`config.mk`:
```
export PLATFORM = sky130hd
export DESIGN_NAME = mvsr_register
export DESIGN_NICKNAME = d
export VERILOG_FILES = /design/src/rtl/mvsr_pkg.sv /design/src/rtl/mvsr_rst_sync.sv /design/src/rtl/mvsr_drive.sv /design/src/rtl/mvsr_next.sv /design/src/rtl/mvsr_register.sv
export SDC_FILE = /design/constraint.sdc
export NUM_CORES = 1
export LEC_CHECK = 0
export BUFFER_PORTS_ARGS = -buffer_cell sky130_fd_sc_hd__buf_2
export CELL_PAD_IN_SITES_DETAIL_PLACEMENT = 1
export CELL_PAD_IN_SITES_GLOBAL_PLACEMENT = 2
export CORE_UTILIZATION = 37
export DETAILED_ROUTE_END_ITERATION = 6
export GPL_ROUTABILITY_DRIVEN = 0
export PLACE_DENSITY_LB_ADDON = 0.1
export SETUP_SLACK_MARGIN = 0.3
export SKIP_LAST_GASP = 1
export SLEW_MARGIN = 15
export SYNTH_ARGS = -nofsm -noshare
export SYNTH_HDL_FRONTEND = slang
export SYNTH_HIERARCHICAL = 1
export SYNTH_SLANG_ARGS = --single-unit
```
`constraint.sdc`:
```
create_clock -name clk -period 1.75 [get_ports clk]
set_clock_uncertainty 0.2 [all_clocks]
set_input_delay 0.35 -clock clk [delete_from_list [all_inputs] [get_ports clk]]
set_output_delay 0.35 -clock clk [all_outputs]
set_load 0.05 [all_outputs]
```
`src/rtl/mvsr_pkg.sv`:
```
package mvsr_pkg;
  // Index of each control input in the drive vector
  localparam int unsigned IDX_UP   = 0;
  localparam int unsigned IDX_REL  = 1;
  localparam int unsigned IDX_DOWN = 2;
  localparam int unsigned N_CTRL   = 3;
endpackage

```
`src/rtl/mvsr_rst_sync.sv`:
```
module mvsr_rst_sync (
  input  logic clk,
  input  logic arst_n,
  output logic srst_n
);
  logic [1:0] sync_q;

  always_ff @(posedge clk or negedge arst_n) begin
    if (!arst_n) sync_q <= 2'b00;
    else         sync_q <= {sync_q[0], 1'b1};
  end

  assign srst_n = sync_q[1];
endmodule

```
`src/rtl/mvsr_drive.sv`:
```
module mvsr_drive #(
  parameter int unsigned LEVELS = 5,
  localparam int unsigned W = $clog2(LEVELS)
) (
  input  logic [W-1:0] level,
  input  logic [W-1:0] gate,
  output logic [W-1:0] drive
);
  localparam logic [W-1:0] MAXV = W'(LEVELS - 1);

  logic [W-1:0] level_c;
  logic [W-1:0] gate_c;
  logic [W-1:0] raw;

  always_comb begin
    level_c = (level > MAXV) ? MAXV : level;
    gate_c  = (gate  > MAXV) ? MAXV : gate;
    raw     = MAXV - level_c;
    drive   = (raw < gate_c) ? raw : gate_c;
  end
endmodule

```
`src/rtl/mvsr_next.sv`:
```
module mvsr_next #(
  parameter int unsigned LEVELS = 5,
  localparam int unsigned W = $clog2(LEVELS)
) (
  input  logic [W-1:0] cur,
  input  logic [W-1:0] up_drv,
  input  logic [W-1:0] rel_drv,
  input  logic [W-1:0] dn_drv,
  output logic [W-1:0] nxt,
  output logic         clash
);
  localparam logic [W:0] MAXW = (W+1)'(LEVELS - 1);

  logic       up_on, rel_on, dn_on;
  logic [W:0] sum;
  logic [W-1:0] up_res, dn_res;

  always_comb begin
    up_on  = (up_drv  != '0);
    rel_on = (rel_drv != '0);
    dn_on  = (dn_drv  != '0);
    clash  = (up_on & rel_on) | (up_on & dn_on) | (rel_on & dn_on);

    sum    = {1'b0, cur} + {1'b0, up_drv};
    up_res = (sum > MAXW) ? MAXW[W-1:0] : sum[W-1:0];
    dn_res = (dn_drv >= cur) ? '0 : (cur - dn_drv);

    nxt = cur;
    if (up_on)       nxt = up_res;
    else if (rel_on) nxt = rel_drv;
    else if (dn_on)  nxt = dn_res;
  end
endmodule

```
`src/rtl/mvsr_register.sv`:
```
module mvsr_register #(
  parameter int unsigned LEVELS = 5,
  localparam int unsigned W = $clog2(LEVELS)
) (
  input  logic         clk,
  input  logic         rst_n,
  input  logic [W-1:0] lvl_up,
  input  logic [W-1:0] lvl_rel,
  input  logic [W-1:0] lvl_down,
  input  logic [W-1:0] lvl_gate,
  output logic [W-1:0] state_o,
  output logic         clash_o
);
  import mvsr_pkg::*;

  localparam logic [W-1:0] MAXV = W'(LEVELS - 1);

  logic         srst_n;
  logic [W-1:0] lvl_vec [N_CTRL];
  logic [W-1:0] drv_vec [N_CTRL];
  logic [W-1:0] state_q, state_d;
  logic         clash_q, clash_d;
  logic         state_en;

  mvsr_rst_sync u_rst (.clk(clk), .arst_n(rst_n), .srst_n(srst_n));

  assign lvl_vec[IDX_UP]   = lvl_up;
  assign lvl_vec[IDX_REL]  = lvl_rel;
  assign lvl_vec[IDX_DOWN] = lvl_down;

  for (genvar g = 0; g < N_CTRL; g++) begin : g_drive
    mvsr_drive #(.LEVELS(LEVELS)) u_drv (
      .level(lvl_vec[g]),
      .gate (lvl_gate),
      .drive(drv_vec[g])
    );
  end

  mvsr_next #(.LEVELS(LEVELS)) u_next (
    .cur    (state_q),
    .up_drv (drv_vec[IDX_UP]),
    .rel_drv(drv_vec[IDX_REL]),
    .dn_drv (drv_vec[IDX_DOWN]),
    .nxt    (state_d),
    .clash  (clash_d)
  );

  // Clock enable: an illegal combination freezes the digit
  assign state_en = !clash_d;

  always_ff @(posedge clk or negedge srst_n) begin
    if (!srst_n) begin
      state_q <= '0;
      clash_q <= 1'b0;
    end else begin
      if (state_en) state_q <= state_d;
      clash_q <= clash_d;
    end
  end

  assign state_o = state_q;
  assign clash_o = clash_q;

  logic any_drive;
  assign any_drive = (drv_vec[IDX_UP] != '0) || (drv_vec[IDX_REL] != '0) ||
                     (drv_vec[IDX_DOWN] != '0);

  p_idle_hold_r2: assert property (@(posedge clk) disable iff (!srst_n)
    !any_drive |=> (state_o == $past(state_o)) && !clash_o);

  p_clash_hold_r7: assert property (@(posedge clk) disable iff (!srst_n)
    clash_d |=> (state_o == $past(state_o)) && clash_o);

  p_gate_lock_r8: assert property (@(posedge clk) disable iff (!srst_n)
    (lvl_gate == '0) |=> (state_o == $past(state_o)) && !clash_o);

  p_raise_monotone_r4: assert property (@(posedge clk) disable iff (!srst_n)
    (drv_vec[IDX_UP] != '0) && !clash_d |=> state_o >= $past(state_o));

  p_lower_monotone_r5: assert property (@(posedge clk) disable iff (!srst_n)
    (drv_vec[IDX_DOWN] != '0) && !clash_d |=> state_o <= $past(state_o));

  p_in_range_r9: assert property (@(posedge clk) disable iff (!srst_n)
    state_o <= MAXV);
endmodule

```
Word level (Yosys, flattened, before mapping)
Cells that the tools add are included.
{"block": "totals", "reg_bits": 6}
{"block": "op_classes", "addsub": 5, "n_lt_le_gt_ge": 9, "muxes": 12, "n_bitwise": 6, "reduce_logical": 5}
{"cell": "$mux W3", "count": 12}
{"cell": "$gt A3 B3 Y1 const B", "count": 4}
{"cell": "$reduce_bool A3 Y1", "count": 4}
{"cell": "$lt A3 B3 Y1", "count": 3}
{"cell": "$sub A3 B3 Y3 const A", "count": 3}
{"cell": "$add A3 B3 Y4", "count": 1}
{"cell": "$gt A4 B3 Y1 const B", "count": 1}
{"cell": "$and A1 B1 Y1", "count": 3}
{"cell": "$ge A3 B3 Y1", "count": 1}
{"cell": "$sub A3 B3 Y3", "count": 1}
{"cell": "$or A1 B1 Y1", "count": 2}
{"cell": "$reduce_and A2 Y1", "count": 1}
{"cell": "$not A1 Y1", "count": 1}

Depth between registers and ports, before layout
{"block": "logic_depth", "ltp_word": 11, "mapped_depth": 15, "mapped_depth_nobuf": 15}

Hierarchy
Netlist, hierarchy kept.
{"module": "mvsr_drive", "n_inst": 3, "cells_each": 25, "area_per_inst_um2": 200.2}
{"module": "mvsr_next", "n_inst": 1, "cells_each": 46, "area_per_inst_um2": 352.8}
{"module": "mvsr_register", "n_inst": 1, "cells_each": 7, "area_per_inst_um2": 133.9}
{"module": "mvsr_rst_sync", "n_inst": 1, "cells_each": 3, "area_per_inst_um2": 53.8}

Worst setup path before layout
No wires, ideal clock.
{"block": "synth_path", "path_kind": "in2reg", "start": "input port lvl_up[2]", "end": "register state_q[2], in the netlist state_o[2]", "setup_time_ns": 0.125, "t_arrival_ns": 3.186, "required_ns": 1.425, "path_slack_ns": -1.761, "cell_stages": 14, "path_buffers": 0, "cell_sequence": "nand2b_1 > ha_1 > xor2_1 > ha_1 > nand2b_1 > a31oi_1 > ha_1 > inv_1 > fa_1 > nand2b_1 > a221o_1 > a21boi_1 > a21oi_1 > mux2_2"}
{"element": "from (decl)", "line_no": "mvsr_register.sv:7", "rtl": "input logic [W-1:0] lvl_up,"}
{"element": "to (signal assigned)", "line_no": "mvsr_register.sv:56", "rtl": "if (state_en) state_q <= state_d;"}
{"element": "to (decl)", "line_no": "mvsr_register.sv:21", "rtl": "logic [W-1:0] state_q, state_d;"}

==> results.sh <==
export IMPL_cts_sinks=6
export IMPL_rows=19
export IMPL_rsz0062_at_grt="yes"
export IMPL_timing_hold_worst_class="flip-flop to flip-flop"
export IMPL_path_class="primary input to flip-flop"
export IMPL_synthToLayoutAreaGrowth_pct=72.6
export IMPL_core_um2=2830
export IMPL_path_clk_slew_ps=60
export IMPL_seq_area_frac_synth=0.132
export IMPL_post_route_util=0.696
export IMPL_p_per_area_nw_per_um2=1130
export IMPL_wl_per_cell_um=19.5
export IMPL_start_kind="primary input"
export IMPL_first_pass_iters=6
export IMPL_clk_latency_ps=270
export IMPL_fmax_ghz=0.290
export IMPL_dp_hpwl_um=2790
export IMPL_fillerInstances=318
export IMPL_period_needed_ps=3450
export IMPL_cp_arrival_ps=3460
export IMPL_regArea_um2=151
export IMPL_leakage_nw=0.926
export IMPL_final_common_cell="buf_4"
export IMPL_min_period_over_period=1.97
export IMPL_yosysWarnings=6
export IMPL_syn_nets=165
export IMPL_crit_chain="buf_6 -> nand2b_4 -> ha_4 -> xor2_4 -> ha_4 -> o21bai_1 -> a21oi_1 -> a31oi_2 -> ha_2 -> inv_2 -> fa_1 -> nand2b_1 -> a221o_1 -> a21boi_2 -> buf_4 -> o2bb2ai_2 -> mux2_4"
export IMPL_sequentialPowerShare=0.100
export IMPL_cp_required_ps=1760
export IMPL_synth_area_um2=1140
export IMPL_switching_share=0.463
export IMPL_ys_seq_elements=6
export IMPL_p_comb_frac=0.832
export IMPL_die_h_um=57.5
export IMPL_switching_power_mw=1.03
export IMPL_internal_power_mw=1.20
export IMPL_syn_avg_cell_area_um2=8.71
export IMPL_n_antenna_cell=0
export IMPL_grt_max_degree=7
export IMPL_dieArea_um2=3310
export IMPL_fin_cells=236
export IMPL_clkPwrFrac=0.068
export IMPL_fp_dieW_um=57.5
export IMPL_grt_use_total=0.289
export IMPL_synthDistinctLibCells=35
export IMPL_wirelength_um=4610
export IMPL_drive_gt1_frac=0.551
export IMPL_drt_iter0_drc=41
export IMPL_grt_ovfl_total=0
export IMPL_cp_slowest_stage_delay_ps=510
export IMPL_maxCapViolations=0
export IMPL_hold_ws_ps=161
export IMPL_hold_viol_final=0
export IMPL_grt_pass1_vias=1472
export IMPL_place_inst=220
export IMPL_ir_drop_v=0.000522
export IMPL_vias=1349
export IMPL_violations="design-rule violations, negative setup slack"
export IMPL_setup_viol=4
export IMPL_antenna_found_initial=0
export IMPL_cts_made_buffers=3
export IMPL_worstSetupEndpointType="flip-flop"
export IMPL_cts_tree="yes"
export IMPL_htree_levels=1
export IMPL_port_buffers=17
export IMPL_start_util=0.403
export IMPL_drc=2
export IMPL_critPathMostFrequentCell="ha_4"
export IMPL_nNetsFinal=241
export IMPL_clock_root_buffer="clkbuf_4"
export IMPL_final_cell_mix="49 x buf_4, 13 x inv_1, 13 x buf_2"
export IMPL_detail_route_antenna_nets=0
export IMPL_viasPerCell=5.72
export IMPL_setup_ws_ps=-1700
export IMPL_fin_setup_tns_ps=-5940
export IMPL_crit_slowest_cell="fa_1"
export IMPL_outcome="finished with violations"
export IMPL_cp_max_fo=3
export IMPL_multi_input_area_um2=1120
export IMPL_syn_inst=131
export IMPL_clk_path_buf_depth=2
export IMPL_grt_pass1_wl_um=7130
export IMPL_boundaryPins=18
export IMPL_slew_violations=0
## synth_stat cells
library cell,count,share of area
a31o_2,1,0.0077
conb_1,1,0.0033
nor3_1,2,0.0088
dfrtp_1,6,0.13
inv_1,14,0.046
nor2_1,8,0.026
a2111o_1,3,0.030
a311oi_2,1,0.013
a221o_1,1,0.0088
or3_1,1,0.0055
nand3b_1,6,0.039
a21oi_1,9,0.039
mux2_2,3,0.030
or3_4,1,0.0099
a211oi_1,1,0.0066
nand2_1,4,0.013
o211a_1,3,0.026
a311o_1,1,0.0088
nor3_2,1,0.0088
o21ai_0,1,0.0044
nor4_1,1,0.0055
o21bai_1,3,0.020
fa_1,2,0.035
nand2b_4,6,0.072
clkinv_1,3,0.0099
ha_1,18,0.20
xor2_1,5,0.038
a31oi_1,5,0.027
clkbuf_1,3,0.0099
nor2b_1,3,0.016
o211ai_2,3,0.033
a21boi_1,1,0.0066
a221oi_1,1,0.0077
o2bb2ai_1,2,0.015
nand2b_1,7,0.038
## sequential cells by signal, indices dropped and copies added (netlist names)
register	flops
clash_o	1
state_o	3
u_rst/sync_q	2
## kinds of logic (layout without fill, tap and decap cells)
logic type	count (synthesis)	in the layout	synth area share
compound gates	36	36	0.254
xor+xnor	5	5	0.0384
fa+ha+maj	20	20	0.232
buf+inv	20	94	0.0658
flops	6	6	0.132
mux	3	3	0.0296
other cells	1	1	0.00329
simple gates	40	40	0.245
## per-layer routing
layer | GRT usage | up-vias | share of wire
met3 | 0.0204 | 14 | 0.033
li1 | - | 619 | -
met1 | 0.314 | 672 | 0.40
met2 | 0.543 | 44 | 0.53
met5 | 0 | - | 0
met4 | 0.171 | 0 | 0.040
## power by group through the flow
| stage | clock network, mW | logic (mW) | registers, mW |
|---|---|---|---|
| finish | 0.151 | 1.85 | 0.223 |
| global route | 0.155 | 1.95 | 0.226 |
| CTS | 0.141 | 1.67 | 0.217 |
| detailed placement | 0 | 1.41 | 0.218 |
| global placement | 0 | 1.33 | 0.218 |
| floorplan | 0 | 0.697 | 0.359 |
## worst max-delay path: cells and delay by family
| kind | cells | cell delay [ps] |
|---|---|---|
| fa+ha+maj | 4 | 1200 |
| simple gates | 2 | 250 |
| buf+inv | 3 | 280 |
| mux | 1 | 170 |
| xor+xnor | 1 | 160 |
| compound gates | 6 | 1050 |
## worst paths after layout
| path | cells after the start | startpoint | endpoint | slack, ps |
|---|---|---|---|---|
| worst min register to register | 0 | u_rst/sync_q[0] | u_rst/sync_q[1] | 160 |
| worst min-delay path | 0 | u_rst/sync_q[0] | u_rst/sync_q[1] | 160 |
| worst max-delay path | 17 | lvl_up[2] | state_o[0] | -1700 |
| worst max register to register | 9 | state_o[0] | state_o[0] | -730 |
| max in group asynchronous | 1 | u_rst/sync_q[1] | state_o[2] | 750 |
| min in group asynchronous | 2 | rst_n | u_rst/sync_q[0] | 220 |
## through the flow
stage	setup slack [ps]	power [mW]	instance area [um^2]
4_1_cts	-1560	2.02	1940
5_1_grt	-1780	2.34	1970
2_1_floorplan	-1640	1.06	1190
3_5_place_dp	-1870	1.62	1640
3_3_place_gp	-1740	1.55	1640
6_report	-1700	2.23	1970
## cell type report
type                       count  share of cell area
clock buffer                   3              0.0114
inverter                      17              0.0324
multi-input combinational    105               0.569
sequential                     6              0.0769
tap                           31              0.0197
timing repair buffer          74               0.291
## repair_timing
item	CTS	global route
pin swaps	12	4
resized for setup	34	1
endpoints found under the hold margin	6	0
hold buffers	2	0
setup endpoints to repair	7	7
buffers inserted	7	4
cloned	0	0
Power figures use the tool's default switching activity.
